--- config.mk ---
export PLATFORM = sky130hd
export DESIGN_NAME = sdr_rx_top
export DESIGN_NICKNAME = d
export VERILOG_FILES = /design/src/rtl/sdr_pkg.sv /design/src/rtl/sdr_sync.sv /design/src/rtl/sdr_shifter.sv /design/src/rtl/sdr_classify.sv /design/src/rtl/sdr_rx_top.sv
export SDC_FILE = /design/constraint.sdc
export NUM_CORES = 1
export LEC_CHECK = 0
export ABC_AREA = 0
export ABC_CLOCK_PERIOD_IN_PS = 2500
export CAP_MARGIN = 20
export CORE_MARGIN = 2
export CORE_UTILIZATION = 25
export CTS_CLUSTER_SIZE = 8
export DETAILED_ROUTE_END_ITERATION = 6
export DONT_BUFFER_PORTS = 1
export GPL_ROUTABILITY_DRIVEN = 0
export GPL_TIMING_DRIVEN = 0
export MAX_ROUTING_LAYER = met4
export SLEW_MARGIN = 20
export SYNTH_ARGS = -nofsm -noshare
export SYNTH_HDL_FRONTEND = slang
export SYNTH_HIERARCHICAL = 1
export SYNTH_SLANG_ARGS = --single-unit
--- constraint.sdc ---
create_clock -name clk -period 2.5 [get_ports clk]
set_clock_uncertainty 0.15 [all_clocks]
set_input_delay 0.375 -clock clk [delete_from_list [all_inputs] [get_ports clk]]
set_output_delay 0.375 -clock clk [all_outputs]
set_load 0.005 [all_outputs]
--- src/rtl/sdr_pkg.sv ---
package sdr_pkg;

   typedef enum logic [1:0] {
      ST_CMD  = 2'd0,
      ST_CNT  = 2'd1,
      ST_DATA = 2'd2
   } rx_state_e;

   // index of each line inside the synchronized input vector
   localparam int unsigned IDX_DC   = 0;
   localparam int unsigned IDX_SDAT = 1;
   localparam int unsigned IDX_SCLK = 2;
   localparam int unsigned IDX_CSN  = 3;
   localparam int unsigned IDX_MODE = 4;
   localparam int unsigned IN_W     = 5;

endpackage

--- src/rtl/sdr_sync.sv ---
module sdr_sync #(
   parameter int unsigned WIDTH  = 1,
   parameter int unsigned STAGES = 2,
   parameter logic [WIDTH-1:0] RST_VAL = '0
) (
   input  logic             clk,
   input  logic             rst_n,
   input  logic [WIDTH-1:0] async_i,
   output logic [WIDTH-1:0] sync_o
);

   initial begin
      if (STAGES < 2) $error("sdr_sync: STAGES must be at least 2");
      if (WIDTH < 1)  $error("sdr_sync: WIDTH must be at least 1");
   end

   logic [WIDTH-1:0] stg_q [STAGES];

   genvar gi;
   generate
      for (gi = 0; gi < STAGES; gi++) begin : g_stage
         if (gi == 0) begin : g_first
            always_ff @(posedge clk or negedge rst_n) begin
               if (!rst_n) stg_q[gi] <= RST_VAL;
               else        stg_q[gi] <= async_i;
            end
         end else begin : g_rest
            always_ff @(posedge clk or negedge rst_n) begin
               if (!rst_n) stg_q[gi] <= RST_VAL;
               else        stg_q[gi] <= stg_q[gi-1];
            end
         end
      end
   endgenerate

   assign sync_o = stg_q[STAGES-1];

endmodule

--- src/rtl/sdr_shifter.sv ---
module sdr_shifter #(
   parameter int unsigned DATA_W = 8,
   localparam int unsigned CNT_W = (DATA_W > 1) ? $clog2(DATA_W) : 1
) (
   input  logic              clk,
   input  logic              rst_n,
   input  logic              cs_n_s,
   input  logic              sclk_s,
   input  logic              sdat_s,
   input  logic              dc_s,
   output logic              byte_vld_o,
   output logic [DATA_W-1:0] byte_o,
   output logic              dc_o
);

   localparam logic [CNT_W-1:0] LAST_BIT = CNT_W'(DATA_W - 1);

   initial begin
      if (DATA_W < 2) $error("sdr_shifter: DATA_W must be at least 2");
      if ((1 << CNT_W) < DATA_W) $error("sdr_shifter: counter too narrow");
   end

   logic              sclk_d_q;
   logic [CNT_W-1:0]  bit_cnt_q;
   logic [DATA_W-2:0] shreg_q;
   logic              rise;

   assign rise = sclk_s & ~sclk_d_q;

   always_ff @(posedge clk or negedge rst_n) begin
      if (!rst_n) sclk_d_q <= 1'b0;
      else        sclk_d_q <= sclk_s;
   end

   always_ff @(posedge clk or negedge rst_n) begin
      if (!rst_n) begin
         bit_cnt_q <= '0;
         shreg_q   <= '0;
      end else if (cs_n_s) begin
         bit_cnt_q <= '0;
      end else if (rise) begin
         shreg_q <= {shreg_q[DATA_W-3:0], sdat_s};
         if (bit_cnt_q == LAST_BIT) bit_cnt_q <= '0;
         else                       bit_cnt_q <= bit_cnt_q + 1'b1;
      end
   end

   assign byte_vld_o = rise & ~cs_n_s & (bit_cnt_q == LAST_BIT);
   assign byte_o     = {shreg_q, sdat_s};
   assign dc_o       = dc_s;

endmodule

--- src/rtl/sdr_classify.sv ---
module sdr_classify
   import sdr_pkg::*;
#(
   parameter int unsigned DATA_W  = 8,
   parameter int unsigned MAX_LEN = 256,
   parameter logic [DATA_W-1:0] LEN_OPC = 8'hCA,
   localparam int unsigned LEN_W = $clog2(MAX_LEN + 1)
) (
   input  logic              clk,
   input  logic              rst_n,
   input  logic              wire3_s,
   input  logic              byte_vld_i,
   input  logic [DATA_W-1:0] byte_i,
   input  logic              dc_i,
   output logic [DATA_W-1:0] byte_o,
   output logic              wr_stb_o,
   output logic              is_data_o
);

   initial begin
      if (MAX_LEN != (1 << DATA_W))
         $error("sdr_classify: MAX_LEN must equal 2**DATA_W");
   end

   rx_state_e       st_q;
   logic [LEN_W-1:0] rem_q;
   logic [LEN_W-1:0] cnt_val;
   logic             flag_nxt;

   assign cnt_val  = (byte_i == '0) ? LEN_W'(MAX_LEN) : LEN_W'(byte_i);
   assign flag_nxt = wire3_s ? (st_q == ST_DATA) : dc_i;

   always_ff @(posedge clk or negedge rst_n) begin
      if (!rst_n) begin
         st_q  <= ST_CMD;
         rem_q <= '0;
      end else if (!wire3_s) begin
         st_q  <= ST_CMD;
         rem_q <= '0;
      end else if (byte_vld_i) begin
         unique case (st_q)
            ST_CMD: begin
               if (byte_i == LEN_OPC) st_q <= ST_CNT;
            end
            ST_CNT: begin
               rem_q <= cnt_val;
               st_q  <= ST_DATA;
            end
            ST_DATA: begin
               rem_q <= rem_q - 1'b1;
               if (rem_q == LEN_W'(1)) st_q <= ST_CMD;
            end
            default: st_q <= ST_CMD;
         endcase
      end
   end

   always_ff @(posedge clk or negedge rst_n) begin
      if (!rst_n) begin
         byte_o    <= '0;
         wr_stb_o  <= 1'b0;
         is_data_o <= 1'b0;
      end else begin
         wr_stb_o <= byte_vld_i;
         if (byte_vld_i) begin
            byte_o    <= byte_i;
            is_data_o <= flag_nxt;
         end
      end
   end


   rem_range_chk: assert property (@(posedge clk) disable iff (!rst_n)
      rem_q <= LEN_W'(MAX_LEN));


   data_nonempty_chk: assert property (@(posedge clk) disable iff (!rst_n)
      (st_q == ST_DATA) |-> (rem_q != '0));


   data_flag_src_chk: assert property (@(posedge clk) disable iff (!rst_n)
      (wr_stb_o && is_data_o && $past(wire3_s)) |-> ($past(st_q) == ST_DATA));

endmodule

--- src/rtl/sdr_rx_top.sv ---
module sdr_rx_top
   import sdr_pkg::*;
#(
   parameter int unsigned DATA_W      = 8,
   parameter int unsigned SYNC_STAGES = 2,
   parameter logic [DATA_W-1:0] LEN_OPC = 8'hCA,
   localparam int unsigned MAX_LEN = 1 << DATA_W
) (
   input  logic              clk,
   input  logic              rst_n,
   input  logic              wire3_i,
   input  logic              cs_n_i,
   input  logic              sclk_i,
   input  logic              sdat_i,
   input  logic              dc_i,
   output logic [DATA_W-1:0] byte_o,
   output logic              wr_stb_o,
   output logic              is_data_o
);

   localparam logic [IN_W-1:0] SYNC_RST = IN_W'(1) << IDX_CSN;

   logic [IN_W-1:0]   raw_in;
   logic [IN_W-1:0]   syn_in;
   logic              byte_vld;
   logic [DATA_W-1:0] byte_asm;
   logic              dc_asm;

   always_comb begin
      raw_in           = '0;
      raw_in[IDX_DC]   = dc_i;
      raw_in[IDX_SDAT] = sdat_i;
      raw_in[IDX_SCLK] = sclk_i;
      raw_in[IDX_CSN]  = cs_n_i;
      raw_in[IDX_MODE] = wire3_i;
   end

   sdr_sync #(
      .WIDTH  (IN_W),
      .STAGES (SYNC_STAGES),
      .RST_VAL(SYNC_RST)
   ) u_sync (
      .clk    (clk),
      .rst_n  (rst_n),
      .async_i(raw_in),
      .sync_o (syn_in)
   );

   sdr_shifter #(
      .DATA_W(DATA_W)
   ) u_shift (
      .clk       (clk),
      .rst_n     (rst_n),
      .cs_n_s    (syn_in[IDX_CSN]),
      .sclk_s    (syn_in[IDX_SCLK]),
      .sdat_s    (syn_in[IDX_SDAT]),
      .dc_s      (syn_in[IDX_DC]),
      .byte_vld_o(byte_vld),
      .byte_o    (byte_asm),
      .dc_o      (dc_asm)
   );

   sdr_classify #(
      .DATA_W (DATA_W),
      .MAX_LEN(MAX_LEN),
      .LEN_OPC(LEN_OPC)
   ) u_class (
      .clk       (clk),
      .rst_n     (rst_n),
      .wire3_s   (syn_in[IDX_MODE]),
      .byte_vld_i(byte_vld),
      .byte_i    (byte_asm),
      .dc_i      (dc_asm),
      .byte_o    (byte_o),
      .wr_stb_o  (wr_stb_o),
      .is_data_o (is_data_o)
   );


   stb_single_chk: assert property (@(posedge clk) disable iff (!rst_n)
      wr_stb_o |=> !wr_stb_o);


   stb_cs_chk: assert property (@(posedge clk) disable iff (!rst_n)
      wr_stb_o |-> !$past(syn_in[IDX_CSN]));

endmodule

==> out/metrics.csv <==
metric,value,unit
status,completed,
Final Worst Setup Slack,0.3311,ns
synth-to-layout area growth,17.49,%
critical path cell sequence,ha_1 > ha_1 > nor3b_2 > buf_2 > mux2_2,
Crit path max-delay family,simple AND/OR/NAND/NOR gates,
Synth Register Bits,42,
setup tns final,0,ns
WL per Instance,12.64,um
biggest cell delay along the critical path,0.48,ns
syn_nets,161,
CTS tree,built,
register clock-pin slew on the reported worst setup and hold paths,0.08,ns
fin util,0.3030,
Synth async-reset ratio,1.000,
# Max-Cap Violations,0,
"Distinct cells, synth",39,
R2R depth,5,
CP Capture Type,register,
fmax,461.1,MHz
core region area,0.007214,mm^2
drt pass-1 iters,4,
worst slack at placement,-0.05323,ns
layout cells sized above 1,0.2788,
Leak Pwr,0.9641,nW
first-pass GRT wire length,5858,um
total routed wirelength,3336,um
HP Class,reg2reg,
Avg Vias per Cell,4.424,
CTS root buffer,clkbuf_8,
FP Rows,31,
clk buf depth,2,
Hold Crit Depth,0,
main flop type after synthesis,dfrtp_1,
vias in the first global route,1227,
Multi-input gate area,693.2,um^2
Initial Utilization,0.2579,
sw frac,0.2628,
Max-Slew Margin vs Limit,0.6422,
Crit Path Max Fanout,10,
Die Y,90.27,um
DP Area,0.001984,mm^2
vias after detailed routing,1168,
remaining antenna violation count,0,
number of synthesized flops with an enable pin,0,
number of fill cells in the layout,762,
PwrDens,743.4,mW/mm^2
Inserted Clock Buffers,5,
kind of critical path,reg2reg,
Fin Hold WS,0.1988,ns
total grt overflow,0,
"Min Clock Period, post-route",2.169,ns
syn_area_per_cell,12.40,um^2
Die ar.,0.008148,mm^2
part of the power in registers,0.533,
Clock Sinks,42,
final cycle utilization of the critical path,0.8676,
ANT cells,0,
initial drt markers,47,
Post-CTS Setup Inserts,0,
CP max-delay cell,nor3b_2,
Max Slew Vio Count,0,
Peak VDD IR,0.3684,mV
DR DRC count,0,
insertion delay to the later sink of the worst-skew pair,0.29,ns
register area,0.001054,mm^2
endpoints failing setup,0,
H-tree Lvls,2,
initial antenna violation count,0,
dpl hpwl,2234,um
final instance area,0.002186,mm^2
DIE WIDTH,90.27,um
Comb power frac,0.131,
"Top cell by count, worst path",ha_1,
pin count of the biggest net entering global routing,43,
all-layer global routing usage,0.09096,
RSZ-0062 raised after global routing,false,
"Seq/Total Area, Yosys",0.5662,
Synth Warn #,6,
final net count,175,
Port Buf Inserts,0,
Fin. Hold Viols,0,
Power Internal,1.198,mW
buffer and inverter count on the worst path,1,
Critical Path Start Type,register,
power share of the clock group,0.336,
NetSw,0.4270,mW
WP depth,5,
worst-margin pin slew,0.5344,ns
CP Data Arrival Time,2.19,ns
Post-Synthesis Cells,150,
CP required,2.52,ns
I/O pin count,17,
Mapped Area,0.001861,mm^2
## kinds of logic after synthesis
kind of cell               count (synthesis)  synth area share
adders and majority gates                  4           0.02690
xor gates and xnor gates                   1          0.004708
AOI/OAI and AO/OA                         38            0.1291
buffers and inverters                     18           0.06388
and+or+nand+nor                           30            0.1076
muxes                                     17            0.1015
DFF                                       42            0.5662
## placed cells by master, fill, tap and decap left out, types with 3 or more instances in the layout
cell            n
buf_6           3
a21oi_2         3
a21oi_1        11
nor2_1         10
dfrtp_1        40
buf_4           7
clkbuf_8        6
dlygate4sd3_1   6
inv_1           6
o21ai_0        13
a32oi_1         4
mux2_2         14
ha_1            4
## cells in the mapped netlist (all sizes together), types with 2 or more instances
cell	count	area, um^2
dfrtp	40	1001
mux2	15	168.9
a21oi	14	81.33
o21ai	14	70.06
buf	11	91.33
nor2	11	48.80
inv	6	22.52
a32oi	4	35.03
ha	4	50.05
nor3b	4	35.03
nor4	4	37.53
dfstp	2	52.55
mux2i	2	20.02
nand2b	2	20.02
nor3	2	10.01
## path summary, 6_finish.rpt
check,from,to,slack (ns)
max,u_shift/bit_cnt_q[0],u_class/byte_o[4],0.33
min,u_sync/stg_q[9],u_sync/sync_o[4],0.20
max reg2reg,u_shift/bit_cnt_q[0],u_class/byte_o[4],0.33
min reg2reg,u_sync/stg_q[9],u_sync/sync_o[4],0.20
max in group asynchronous,rst_n,u_sync/stg_q[8],1.53
min in group asynchronous,rst_n,u_class/byte_o[7],0.41
## through the flow
stage          power, mW  std cells
2_1_floorplan      1.006        150
3_3_place_gp       1.061        249
3_5_place_dp       1.070        249
4_1_cts            1.649        264
5_1_grt            1.715        264
6_report           1.625        264
## worst reg2reg max path: stages (launching register included)
cell	delay, ns
dfrtp_1	0.38
ha_1	0.16
ha_1	0.17
nor3b_2	0.48
buf_2	0.35
mux2_2	0.36
## metal layers
| metal | share of wire | wire length [um] | track usage | vias to the layer above |
|---|---|---|---|---|
| met3 | 0.032 | 107 | 0.01920 | 4 |
| met2 | 0.48 | 1614 | 0.1404 | 18 |
| met4 | 0.013 | 42 | 0.03846 | 0 |
| li1 | - | - | - | 563 |
| met5 | 0 | 0 | - | - |
| met1 | 0.47 | 1572 | 0.1166 | 583 |
## state kept, by name, summed over array words and instances, names as in the netlist
name and flops:
u_class/rem_q 9, u_class/byte_o 8, u_shift/shreg_q 7, u_sync/stg_q 5, u_sync/sync_o 5, u_shift/bit_cnt_q 3
u_class/st_q 2, u_class/is_data_o 1, u_class/wr_stb_o 1, u_shift/sclk_d_q 1
## cell type report
cell class / instances / area share
sequential: 42 / 0.4820
multi-input combinational: 90 / 0.3171
timing repair buffer: 7 / 0.03663
clock buffer: 7 / 0.03950
clock inverter: 1 / 0.01374
buffer: 12 / 0.04408
tap: 99 / 0.05667
inverter: 6 / 0.01030
## power by group through the flow
stage	clock network [mW]	logic, mW	registers, mW
finish	0.545	0.213	0.866
global route	0.586	0.243	0.887
CTS	0.567	0.215	0.868
detailed placement	0	0.188	0.882
global placement	0	0.183	0.877
floorplan	0	0.160	0.845
## repair_timing
item	CTS	global route
endpoints found under the hold margin	47	0
hold buffers	7	0
setup endpoints to repair	14	0
gates resized for setup	1	0
(Power assumes the default switching activity.)
